**src/rtl/bac_pkg.sv**
```systemverilog
package bac_pkg;

  localparam int unsigned CODE_AW    = 6;
  localparam int unsigned CODE_DEPTH = 1 << CODE_AW;
  localparam int unsigned INSN_W     = 9;
  localparam int unsigned NREG       = 4;
  localparam int unsigned RIDX_W     = $clog2(NREG);

  typedef enum logic [2:0] {
    OP_ADD   = 3'd0,
    OP_XOR   = 3'd1,
    OP_AND   = 3'd2,
    OP_OR    = 3'd3,
    OP_PASSX = 3'd4,
    OP_PASSY = 3'd5,
    OP_RSV6  = 3'd6,
    OP_RSV7  = 3'd7
  } alu_op_e;

  typedef enum logic [2:0] {
    K_CBR  = 3'd0,
    K_ALU  = 3'd1,
    K_JMP  = 3'd2,
    K_LDI  = 3'd3,
    K_CLC  = 3'd4,
    K_STOP = 3'd5
  } insn_kind_e;

  typedef enum logic {
    PH_FETCH = 1'b0,
    PH_IMM   = 1'b1
  } phase_e;

  typedef struct packed {
    insn_kind_e          kind;
    logic                inv;
    logic                use_zero;
    logic [CODE_AW-1:0]  target;
    logic                bank_x;
    logic                bank_y;
    alu_op_e             op;
    logic [RIDX_W-1:0]   dst;
    logic [NREG-1:0]     mask;
  } dec_t;

endpackage

```
**src/rtl/bac_decode.sv**
```systemverilog
module bac_decode
  import bac_pkg::*;
(
  input  logic [INSN_W-1:0] word,
  output dec_t              d
);

  always_comb begin
    d          = '0;
    d.inv      = word[7];
    d.use_zero = word[6];
    d.target   = word[CODE_AW-1:0];
    d.bank_x   = word[6];
    d.bank_y   = word[5];
    d.op       = alu_op_e'(word[4:2]);
    d.dst      = word[RIDX_W-1:0];
    d.mask     = word[NREG-1:0];
    if (word[8]) begin
      d.kind = K_CBR;
    end else if (word[7]) begin
      d.kind = (word[4:2] > 3'd5) ? K_STOP : K_ALU;
    end else if (word[6]) begin
      d.kind = K_JMP;
    end else if (word[5]) begin
      d.kind = K_STOP;
    end else if (word[4]) begin
      d.kind = K_LDI;
    end else if (word[2:0] == 3'd1) begin
      d.kind = K_CLC;
    end else begin
      d.kind = K_STOP;
    end
  end

endmodule

```
**src/rtl/bac_alu.sv**
```systemverilog
module bac_alu
  import bac_pkg::*;
#(
  parameter int unsigned W = 8
) (
  input  logic [W-1:0] x,
  input  logic [W-1:0] y,
  input  alu_op_e      op,
  output logic [W-1:0] res,
  output logic         carry,
  output logic         zero
);

  logic [W:0] sum;

  always_comb begin
    sum   = {1'b0, x} + {1'b0, y};
    carry = 1'b0;
    unique case (op)
      OP_ADD: begin
        res   = sum[W-1:0];
        carry = sum[W];
      end
      OP_XOR:   res = x ^ y;
      OP_AND:   res = x & y;
      OP_OR:    res = x | y;
      OP_PASSX: res = x;
      OP_PASSY: res = y;
      default:  res = '0;
    endcase
    zero = (res == '0);
  end

endmodule

```
**src/rtl/bac_regfile.sv**
```systemverilog
module bac_regfile
  import bac_pkg::*;
#(
  parameter int unsigned W = 8
) (
  input  logic                      clk,
  input  logic                      rst,
  input  logic [NREG-1:0]           we,
  input  logic [W-1:0]              wd,
  output logic [NREG-1:0][W-1:0]    q,
  output logic [NREG-1:0][W-1:0]    q_next
);

  logic [W-1:0] r [NREG];

  for (genvar i = 0; i < NREG; i++) begin : g_reg
    assign q[i]      = r[i];
    assign q_next[i] = we[i] ? wd : r[i];
    always_ff @(posedge clk) begin
      if (rst) r[i] <= '0;
      else     r[i] <= q_next[i];
    end
  end

endmodule

```
**src/rtl/bank_acc_core.sv**
```systemverilog
module bank_acc_core
  import bac_pkg::*;
#(
  parameter int unsigned DATA_W = 8,
  parameter int unsigned CYC_W  = 16
) (
  input  logic                clk,
  input  logic                rst,
  input  logic                prog_valid,
  output logic                prog_ready,
  input  logic [CODE_AW-1:0]  prog_addr,
  input  logic [INSN_W-1:0]   prog_data,
  output logic                halted,
  output logic [DATA_W-1:0]   x0_out,
  output logic [CYC_W-1:0]    cycle_count
);

  // code store
  logic [INSN_W-1:0] code_mem [CODE_DEPTH];

  assign prog_ready = 1'b1;

  always_ff @(posedge clk) begin
    if (prog_valid && prog_ready) code_mem[prog_addr] <= prog_data;
  end

  // architectural state
  logic [CODE_AW-1:0] ip_q, ip_n;
  phase_e             ph_q, ph_n;
  logic               halt_q, halt_n;
  logic [CYC_W-1:0]   cyc_q, cyc_n;
  logic               bx_q, bx_n, by_q, by_n;
  alu_op_e            op_q, op_n;
  logic [NREG-1:0]    lmask_q, lmask_n;
  logic               carry_q, carry_n, zero_q, zero_n;
  logic               clc_req;
  logic               in_imm;

  logic [INSN_W-1:0]          word;
  dec_t                       dec;
  logic [NREG-1:0]            we;
  logic [DATA_W-1:0]          wd;
  logic [NREG-1:0][DATA_W-1:0] regs, regs_nx;

  logic [DATA_W-1:0] exe_res, flg_res;
  logic              exe_c, exe_z, flg_c, flg_z;
  logic              flag_pick;

  assign word   = code_mem[ip_q];
  assign in_imm = (ph_q == PH_IMM);

  bac_decode u_dec (
    .word (word),
    .d    (dec)
  );

  bac_regfile #(.W(DATA_W)) u_rf (
    .clk    (clk),
    .rst    (rst),
    .we     (we),
    .wd     (wd),
    .q      (regs),
    .q_next (regs_nx)
  );

  // execute ALU: operands chosen by the instruction's own bank fields
  bac_alu #(.W(DATA_W)) u_alu_exe (
    .x     (regs[{1'b0, dec.bank_x}]),
    .y     (regs[{1'b1, dec.bank_y}]),
    .op    (dec.op),
    .res   (exe_res),
    .carry (exe_c),
    .zero  (exe_z)
  );

  // flag ALU: re-evaluates with post-write contents and latched selections
  bac_alu #(.W(DATA_W)) u_alu_flg (
    .x     (regs_nx[{1'b0, bx_n}]),
    .y     (regs_nx[{1'b1, by_n}]),
    .op    (op_n),
    .res   (flg_res),
    .carry (flg_c),
    .zero  (flg_z)
  );

  assign flag_pick = dec.use_zero ? zero_q : carry_q;
  assign wd        = in_imm ? word[DATA_W-1:0] : exe_res;

  always_comb begin
    ip_n    = ip_q;
    ph_n    = ph_q;
    halt_n  = halt_q;
    cyc_n   = cyc_q;
    bx_n    = bx_q;
    by_n    = by_q;
    op_n    = op_q;
    lmask_n = lmask_q;
    we      = '0;
    clc_req = 1'b0;
    if (in_imm) begin
      we   = lmask_q;
      ip_n = ip_q + 1'b1;
      ph_n = PH_FETCH;
    end else if (!halt_q) begin
      cyc_n = cyc_q + 1'b1;
      ip_n  = ip_q + 1'b1;
      unique case (dec.kind)
        K_CBR: begin
          if (flag_pick ^ dec.inv) ip_n = dec.target;
        end
        K_ALU: begin
          bx_n = dec.bank_x;
          by_n = dec.bank_y;
          op_n = dec.op;
          we   = NREG'(1) << dec.dst;
        end
        K_JMP: ip_n = dec.target;
        K_LDI: begin
          lmask_n = dec.mask;
          ph_n    = PH_IMM;
        end
        K_CLC:  clc_req = 1'b1;
        K_STOP: halt_n  = 1'b1;
        default: halt_n = 1'b1;
      endcase
    end
  end

  always_comb begin
    if (|we) begin
      carry_n = flg_c;
      zero_n  = flg_z;
    end else begin
      carry_n = clc_req ? 1'b0 : carry_q;
      zero_n  = zero_q;
    end
  end

  always_ff @(posedge clk) begin
    if (rst) begin
      ip_q    <= '0;
      ph_q    <= PH_FETCH;
      halt_q  <= 1'b0;
      cyc_q   <= '0;
      bx_q    <= 1'b0;
      by_q    <= 1'b0;
      op_q    <= OP_ADD;
      lmask_q <= '0;
      carry_q <= 1'b0;
      zero_q  <= 1'b1;
    end else begin
      ip_q    <= ip_n;
      ph_q    <= ph_n;
      halt_q  <= halt_n;
      cyc_q   <= cyc_n;
      bx_q    <= bx_n;
      by_q    <= by_n;
      op_q    <= op_n;
      lmask_q <= lmask_n;
      carry_q <= carry_n;
      zero_q  <= zero_n;
    end
  end

  assign halted      = halt_q;
  assign x0_out      = regs[0];
  assign cycle_count = cyc_q;

endmodule

```
**config.mk**
```make
export PLATFORM = sky130hd
export DESIGN_NAME = bank_acc_core
export DESIGN_NICKNAME = d
export VERILOG_FILES = /design/src/rtl/bac_pkg.sv /design/src/rtl/bac_decode.sv /design/src/rtl/bac_alu.sv /design/src/rtl/bac_regfile.sv /design/src/rtl/bank_acc_core.sv
export SDC_FILE = /design/constraint.sdc
export NUM_CORES = 1
export LEC_CHECK = 0
export BUFFER_PORTS_ARGS = -buffer_cell sky130_fd_sc_hd__buf_4
export CORE_MARGIN = 5
export CORE_UTILIZATION = 45
export DETAILED_ROUTE_END_ITERATION = 10
export HOLD_SLACK_MARGIN = 0.12
export SYNTH_ARGS = -nofsm -noshare
export SYNTH_HDL_FRONTEND = slang
export SYNTH_SLANG_ARGS = --single-unit
```
**constraint.sdc**
```tcl
create_clock -name clk -period 10.2 [get_ports clk]
set_clock_uncertainty 0.2 [all_clocks]
set_input_delay 0.51 -clock clk [delete_from_list [all_inputs] [get_ports clk]]
set_output_delay 0.51 -clock clk [all_outputs]
set_load 0.005 [all_outputs]
```
# --- After elaboration in Yosys (flattened, before gate mapping) ---
# Memories as Yosys holds them, arrays and structs flattened. A register that Yosys moved wholly into a read port is not among the register bits.
# Cells that the tools add are included.
totals:
  register_bits: 35
  mem_bits_rw: 608
  in_bits: 18
  out_inout_bits: 26
  n_memories: 2
op_classes:
  addsub: 4
  n_lt_le_gt_ge: 5
  eq_ne: 16
  n_shift: 1
  muxes: 59
  n_bitwise: 13
  n_reduce_logical: 10
memory_table:
  columns: ["name", "words", "width", "read_ports", "rd_clocked_by_memory_dff", "write_ports", "line", "source"]
  rows:
  - ["code_mem", 64, 9, 1, 1, 1, "bank_acc_core.sv:19", "logic [INSN_W-1:0] code_mem [CODE_DEPTH];"]
  - ["u_rf.r", 4, 8, 4, 0, 4, "bac_regfile.sv:14", "logic [W-1:0] r [NREG];"]
op_table:
  columns: ["operator", "n"]
  rows:
  - ["8-bit two-way mux", 17]
  - ["8-bit one-hot mux with 6 select lines", 2]
  - ["6-bit two-way mux", 5]
  - ["3-bit two-way mux", 9]
  - ["1-bit two-way mux", 22]
  - ["3-bit by 2-bit equality test with 1-bit output (second input constant)", 6]
  - ["16-bit by 1-bit adder with 16-bit output (second input constant)", 1]
  - ["8-bit bitwise AND", 2]
  - ["8-bit bitwise OR", 2]
  - ["8-bit XOR", 2]
  - ["3-bit equality test (second input constant)", 5]
  - ["3-bit by 1-bit equality test with 1-bit output (second input constant)", 4]
  - ["4-bit two-way mux", 3]
  - ["6-bit one-hot mux with 2 select lines", 1]
  - ["8-bit by 8-bit adder with 9-bit output", 1]
  - ["3-bit zero test", 3]
  - ["8-bit adder", 1]
  - ["8-bit zero test", 1]
  - ["6-bit by 1-bit adder with 6-bit output (second input constant)", 1]
  - ["1-bit by 3-bit < comparator with 1-bit output (second input constant)", 2]
  - ["2-bit by 3-bit < comparator with 1-bit output (second input constant)", 2]
  - ["5-bit OR reduction", 1]
  - ["1-bit bitwise OR", 4]
  - ["4-bit OR reduction", 1]
  - ["other kinds (9)", 10]

# --- Logic depth before layout (Yosys ltp) ---
# Gate-level depths: netlist of the first run.
logic_depth:
  word_depth: 17
  depth_mapped: 36
  mapped_depth_nobuf: 30

# --- Hierarchy ---
# From an unflattened synthesis of the first run, not the netlist that was laid out.
hier_totals:
  cells_unflattened: 1736
  area_unflattened_um2: 28437.3
modules_own_cells:
  columns: ["module", "instances", "cells_per_inst", "area_per_inst_um2", "seq_area_each_um2"]
  rows:
  - ["bank_acc_core", 1, 1329, 24821.3, 18117.4]
  - ["bac_regfile", 1, 103, 1377.6, 640.6]
  - ["bac_alu (u_alu_exe)", 1, 135, 1008.5, 0.0]
  - ["bac_alu (u_alu_flg)", 1, 141, 1007.2, 0.0]
  - ["bac_decode", 1, 28, 222.7, 0.0]

# --- Worst setup path before layout of the first run ---
# Ideal clock, no wire load.
synth_path:
  path_kind: "register to register"
  from: "register (tool-made name)"
  to: "register zero_q"
  arrival_time_ns: 6.391
  setup_slack_ns: 3.514
  stages_incl_launch_ff: 31
  n_path_buf: 4
  cell_sequence: "dfxtp_1 > buf_6 > buf_12 > buf_12 > mux4_1 > mux2_2 > a221oi_2 > o22ai_2 > buf_2 > mux2i_1 > inv_1 > ha_1 > ha_1 > mux2i_1 > o32a_1 > o211ai_1 > mux2_2 > mux2i_1 > ha_1 > a21o_1 > a21oi_1 > o21bai_1 > a21o_1 > a211oi_1 > mux2i_1 > o31ai_1 > a31oi_1 > a311oi_1 > nand4_1 > or4_4 > o41ai_2"
synth_lines:
  columns: ["item", "line", "source"]
  rows:
  - ["to (signal assigned)", "bank_acc_core.sv:161", "zero_q <= zero_n;"]
  - ["to (decl)", "bank_acc_core.sv:35", "logic carry_q, carry_n, zero_q, zero_n;"]

==> results of run 1 <==
-- area by class of cell --
type / count / share of cell area [%]
clock inverter: 43 / 1.520
multi-input combinational: 995 / 27.46
sequential: 649 / 59.55
antenna: 1 / 0.007939
timing repair buffer: 67 / 1.675
tap: 837 / 3.322
clock buffer: 79 / 5.867
inverter: 50 / 0.5954
-- state kept, by name, summed over array words and instances, names as in the netlist, named ones only --
register     cells
bx_q             1
by_q             1
carry_q          1
code_mem       576
cycle_count     16
halted           1
in_imm           1
ip_q             6
lmask_q          4
op_q             3
u_rf.r          32
zero_q           1
-- metrics by stage --
stage / cell area [µm²] / utilization [%]
after floorplan: 28220 / -
after global placement: 29190 / 47.13
after detailed placement: 29190 / 47.13
after CTS: 31520 / 50.89
after global routing: 31520 / 50.89
final: 31520 / 50.89
-- report_power, final --
group | leakage [nW] | total, mW | internal [mW] | switching [mW]
sequential | 5.78 | 3.13 | 2.97 | 0.158
combinational | 3.48 | 2.49 | 0.992 | 1.50
clock | 1.13 | 2.58 | 1.55 | 1.03
total | 10.4 | 8.20 | 5.52 | 2.69
-- placed cells by master (no fill, tap or decap), drive strengths merged, types with 6 or more instances in the layout --
cell	synthesis	final
o21ai	26	26
a32oi	6	6
bufinv	0	10
nor2b	18	18
xor2	13	13
nand2b	10	10
and3	9	9
mux2i	101	101
clkinv	0	29
or2	6	6
buf	63	67
or3	9	9
a21oi	29	29
clkbuf	35	79
dfxtp	73	73
and2	21	21
inv	50	51
o22ai	9	9
nand3	39	39
a31oi	14	14
nor3	30	30
mux4	117	117
a211oi	14	14
mux2	41	41
ha	34	34
nand4	17	17
nor4	14	14
o211ai	8	8
a22oi	20	20
nand2	84	84
edfxtp	576	576
a21o	7	7
nor2	180	180
-- worst register-to-register path: cells and delay by family, from the launching register on --
family                     cells  cell delay [ns]
buffers and inverters          2             0.71
muxes                          4             1.27
DFF                            1             0.95
adders and majority gates      2             0.62
AOI/OAI and AO/OA             13             3.95
and+or+nand+nor                5             1.05
-- per-layer routing --
metal | track usage [%] | routed length, µm | vias to the layer above
met5 | 0 | 20 | -
met4 | 6.633 | 2026 | 2
met1 | 30.75 | 31180 | 8341
met3 | 3.551 | 4736 | 125
li1 | - | - | 7129
met2 | 34.70 | 35040 | 631
-- cell families after synthesis --
kind of cell	Yosys count	share of synthesized area [%]
buffers and inverters	148	2.899
muxes	259	14.66
AOI/OAI and AO/OA	218	5.905
adders and majority gates	35	1.578
other	1	0.01329
and+or+nand+nor	464	7.926
DFF	649	66.46
xor gates and xnor gates	18	0.5586
-- Yosys cell counts (all sizes together) (17+ instances only) --
library cell,number
mux2,41
a22oi,20
and2,21
mux2i,101
inv,50
buf,63
dfxtp,73
nor3,30
edfxtp,576
nand2,84
nand3,39
a21oi,29
clkbuf,35
ha,34
mux4,117
nor2,180
o21ai,26
nor2b,18
nand4,17
-- final timing paths --
check	depth (start not counted)	to
setup / recovery	26	zero_q
hold / removal	2	u_rf.r[0][11]
setup reg to reg	26	zero_q
hold reg to reg	2	register
==> results.sh, run 1 <==
export IMPL_grt_usage_pct=21.64
export IMPL_regArea_um2=18770
export IMPL_vias_per_cell=5.964
export IMPL_fin_nets=1885
export IMPL_dp_slack_ns=1.452
export IMPL_synthArstFlopShare_pct=0
export IMPL_htreeDepth=3
export IMPL_path_clk_slew_ns=0.06
export IMPL_cts_tree="built"
export IMPL_period_minus_slack_ns=8.866
export IMPL_drt_initial_drc_count=1894
export IMPL_rsz0062_at_grt="false"
export IMPL_slew_headroom_pct=11.77
export IMPL_synth_area_um2=28220
export IMPL_synth_edf_count=576
export IMPL_cp_required_ns=10.51
export IMPL_ys_ff_latch=649
export IMPL_hold_class="input port to register"
export IMPL_peakVddDrop_mv=0.1590
export IMPL_ant_nets=0
export IMPL_dp_cells=2598
export IMPL_crit_slowest_cell="dfxtp_4"
export IMPL_drc_errors=0
export IMPL_fin_setup_tns_ns=0
export IMPL_status="finished, final reports clean"
export IMPL_power_density_nw_per_um2=260.3
export IMPL_crit_path_start_kind="register"
export IMPL_die_h_um=260.4
export IMPL_p_leak_nw=10.39
export IMPL_tightest_slew_ns=1.319
export IMPL_cts_sinks=649
export IMPL_whs_ns=0.1718
export IMPL_syn_num_nets=1845
export IMPL_reg2reg_setup_slack_ns=1.33
export IMPL_drt_wirelength_per_cell_um=26.83
export IMPL_synth_main_ff_cell="edfxtp_1"
export IMPL_nFillCells=5191
export IMPL_overflow=0
export IMPL_setup_viol=0
export IMPL_cp_arrival_ns=9.18
export IMPL_core_rowCount=91
export IMPL_synthToLayoutAreaGrowth_pct=11.68
export IMPL_hold_start="rst"
export IMPL_crit_type="register to register"
export IMPL_endpoint_kind="register"
export IMPL_drt_wl_total_um=73000
export IMPL_maxCapViolCount=0
export IMPL_die_width_um=260.4
export IMPL_grt_pass1_vias=16450
export IMPL_avgSynthCellArea_um2=15.75
export IMPL_yosysWarnings=0
export IMPL_clkLatencyLatePin_ns=0.61
export IMPL_crit_path_max_incr_delay_ns=0.95
export IMPL_cts_made_buffers=69
export IMPL_drv_slew=0
export IMPL_drive_gt1_share_pct=18.53
export IMPL_final_cells=2721
export IMPL_grt_pass1_wl_um=109700
export IMPL_finalHoldViolCount=0
export IMPL_max_freq_ghz=0.1128
export IMPL_period_share_pct=86.92
export IMPL_place_congestion=0.8574
export IMPL_grt_start_max_net_pins=65
export IMPL_die_area_um2=67830
export IMPL_synth_seq_area_share_pct=66.46
export IMPL_drt_first_pass_iters=7
export IMPL_vias=16230
export IMPL_io_pins=44
export IMPL_total_power_mw=8.204
export IMPL_worst_path_buf_inv=2
export IMPL_port_buffers=42
export IMPL_initial_core_util_pct=45.57
export IMPL_yosysUniqueCellTypes=94
export IMPL_core_um2=61940
export IMPL_cts_root_buf="clkbuf_16"
export IMPL_multi_input_area_um2=8657
export IMPL_synth_area_top_cells="edfxtp_1, mux4_2, dfxtp_1"
export IMPL_setup_ws_ns=1.334
export IMPL_antenna_found_initial=1
export IMPL_dp_hpwl_um=46840
export IMPL_netlist_area_leader_share_pct=61.28
export IMPL_synth_cells=1792
export IMPL_cts_resized=0
export IMPL_clk_path_buf_depth=3
export IMPL_cp_top_family="compound AO/OA/AOI/OAI gates"
export IMPL_post_cts_buffers=0
export IMPL_hold_buffers=0
export IMPL_yosysTopAreaCell="edfxtp_1"
export IMPL_worstPathMaxFanout=59
Note: power is estimated with default switching activity, not from simulation.
==> run 2: changes to the inputs <==
- CELL_PAD_IN_SITES_DETAIL_PLACEMENT: unset -> 1
- CELL_PAD_IN_SITES_GLOBAL_PLACEMENT: unset -> 2
- CORE_MARGIN: 5 -> unset
- MAX_ROUTING_LAYER: unset -> met4
- PLACE_DENSITY_LB_ADDON: unset -> 0.1
==> run 2 against run 1 <==
Fmax is 0.24% higher; sequential cell count stayed put; combinational power is 5% higher; critical path type unchanged.
==> results.sh, run 2 (synthesis results as in run 1) <==
export IMPL_status="finished, final reports clean"
export IMPL_cts_sinks=649
export IMPL_power_switching_mw=2.843
export IMPL_path_clk_slew_ns=0.06
export IMPL_grt_usage_pct=27.24
export IMPL_mostFrequentLayoutCell="edfxtp_1"
export IMPL_layout_common_cells="edfxtp_1, nor2_1, mux4_2"
export IMPL_grt_pass1_vias=17070
export IMPL_post_cts_buffers=0
export IMPL_overflow=0
export IMPL_dp_hpwl_um=53730
export IMPL_nFillCells=5822
export IMPL_cts_resized=0
export IMPL_power_frac_comb_pct=31.1
export IMPL_peakVddDrop_mv=0.1175
export IMPL_period_minus_slack_ns=8.845
export IMPL_drt_wirelength_per_cell_um=30.15
export IMPL_fin_setup_tns_ns=0
export IMPL_total_power_mw=8.396
export IMPL_vias=16530
export IMPL_hold_class="input port to register"
export IMPL_clk_path_buf_depth=3
export IMPL_rsz0062_at_grt="false"
export IMPL_clkLatencyLatePin_ns=0.63
export IMPL_pwr_share_clk_pct=31.7
export IMPL_drt_initial_drc_count=1523
export IMPL_die_width_um=252.4
export IMPL_initial_core_util_pct=45.65
export IMPL_io_pins=44
export IMPL_crit_type="register to register"
export IMPL_final_cells=2740
export IMPL_fin_nets=1898
export IMPL_power_density_nw_per_um2=264.9
export IMPL_endpoint_kind="register"
export IMPL_drt_first_pass_iters=5
export IMPL_regMostFlops="code_mem"
export IMPL_drv_slew=0
export IMPL_vias_per_cell=6.031
export IMPL_slew_headroom_pct=7.435
export IMPL_finalHoldViolCount=0
export IMPL_drc_errors=0
export IMPL_period_share_pct=86.71
export IMPL_max_freq_ghz=0.1131
export IMPL_synthToLayoutAreaGrowth_pct=12.29
export IMPL_tightest_slew_ns=1.383
export IMPL_worstPathMaxFanout=43
export IMPL_cp_arrival_ns=9.15
export IMPL_cp_required_ns=10.51
export IMPL_drt_wl_total_um=82610
export IMPL_htreeDepth=3
export IMPL_die_h_um=252.4
export IMPL_cts_tree="built"
export IMPL_hold_buffers=0
export IMPL_setup_ws_ns=1.355
export IMPL_setup_viol=0
export IMPL_largest_register_ffs=576
export IMPL_antenna_found_initial=2
export IMPL_drive_gt1_share_pct=19.19
export IMPL_port_buffers=42
export IMPL_grt_pass1_wl_um=120600
export IMPL_maxCapViolCount=0
export IMPL_dp_slack_ns=1.496
export IMPL_p_leak_nw=10.47
export IMPL_grt_start_max_net_pins=65
export IMPL_dp_cells=2608
export IMPL_crit_path_start_kind="register"
export IMPL_p_sw_share_pct=33.86
export IMPL_core_rowCount=91
export IMPL_internal_power_mw=5.553
export IMPL_die_area_um2=63730
export IMPL_cts_root_buf="clkbuf_16"
export IMPL_ant_nets=0
export IMPL_cts_made_buffers=72
export IMPL_core_um2=61830
export IMPL_place_congestion=0.8385
export IMPL_pwr_share_seq_pct=37.2
## run 2: critical path, cell delays in order, from the launching register on
cell	delay, ns
dfxtp_4	0.81
inv_1	0.64
mux2i_1	0.25
a221o_1	0.39
o22ai_2	0.90
mux2i_1	0.54
inv_1	0.09
ha_1	0.25
a31oi_1	0.37
nor4_1	0.08
a2111oi_0	0.58
a31oi_1	0.32
mux2i_1	0.30
mux2_2	0.24
ha_1	0.30
o21a_1	0.16
o21a_1	0.18
o21ai_0	0.31
nand2_1	0.14
o31ai_1	0.28
a31oi_1	0.14
a311oi_1	0.42
nand4_1	0.15
or4_4	0.44
o41ai_2	0.21
## run 2: metal layers
layer	track usage [%]	vias to the layer above	wire length, µm
li1	-	7166	-
met1	36.30	8733	35520
met2	43.45	485	40540
met3	4.150	142	4236
met4	7.931	0	2307
met5	-	-	0
## run 2: through the flow
step / util, % / area [µm²] / hold WS [ns]
global route: 51.26 / 31690 / 0.1613
finish: 51.26 / 31690 / 0.1706
floorplan: - / 28220 / 0.2506
detailed placement: 47.35 / 29280 / 0.2961
global placement: 47.35 / 29280 / 0.2775
CTS: 51.26 / 31690 / 0.1446
## run 2: power groups by stage
stage,clock (mW),combinational (mW),sequential (mW)
finish,2.66,2.61,3.12
global route,2.79,2.80,3.14
CTS,2.70,2.62,3.13
detailed placement,0,2.61,3.18
global placement,0,2.59,3.18
floorplan,0,1.87,3.06
## run 2: path summary, 6_finish.rpt
path | from | endpoint | slack (ns) | cells past startpoint
worst max-delay path | register | zero_q | 1.36 | 24
worst min-delay path | prog_addr[0] | code_mem[36][1] | 0.17 | 2
worst max register to register | register | zero_q | 1.36 | 24
worst min register to register | ip_q[5] | ip_q[5] | 0.30 | 2
## run 2: cell type report
class | instances | area (µm²) | area share [%]
clock inverter | 45 | 508.0 | 1.603
inverter | 50 | 187.7 | 0.5922
timing repair buffer | 77 | 615.6 | 1.942
clock buffer | 86 | 1907 | 6.016
sequential | 649 | 18770 | 59.22
antenna | 1 | 2.502 | 0.007895
multi-input combinational | 995 | 8656 | 27.31
tap | 837 | 1047 | 3.304
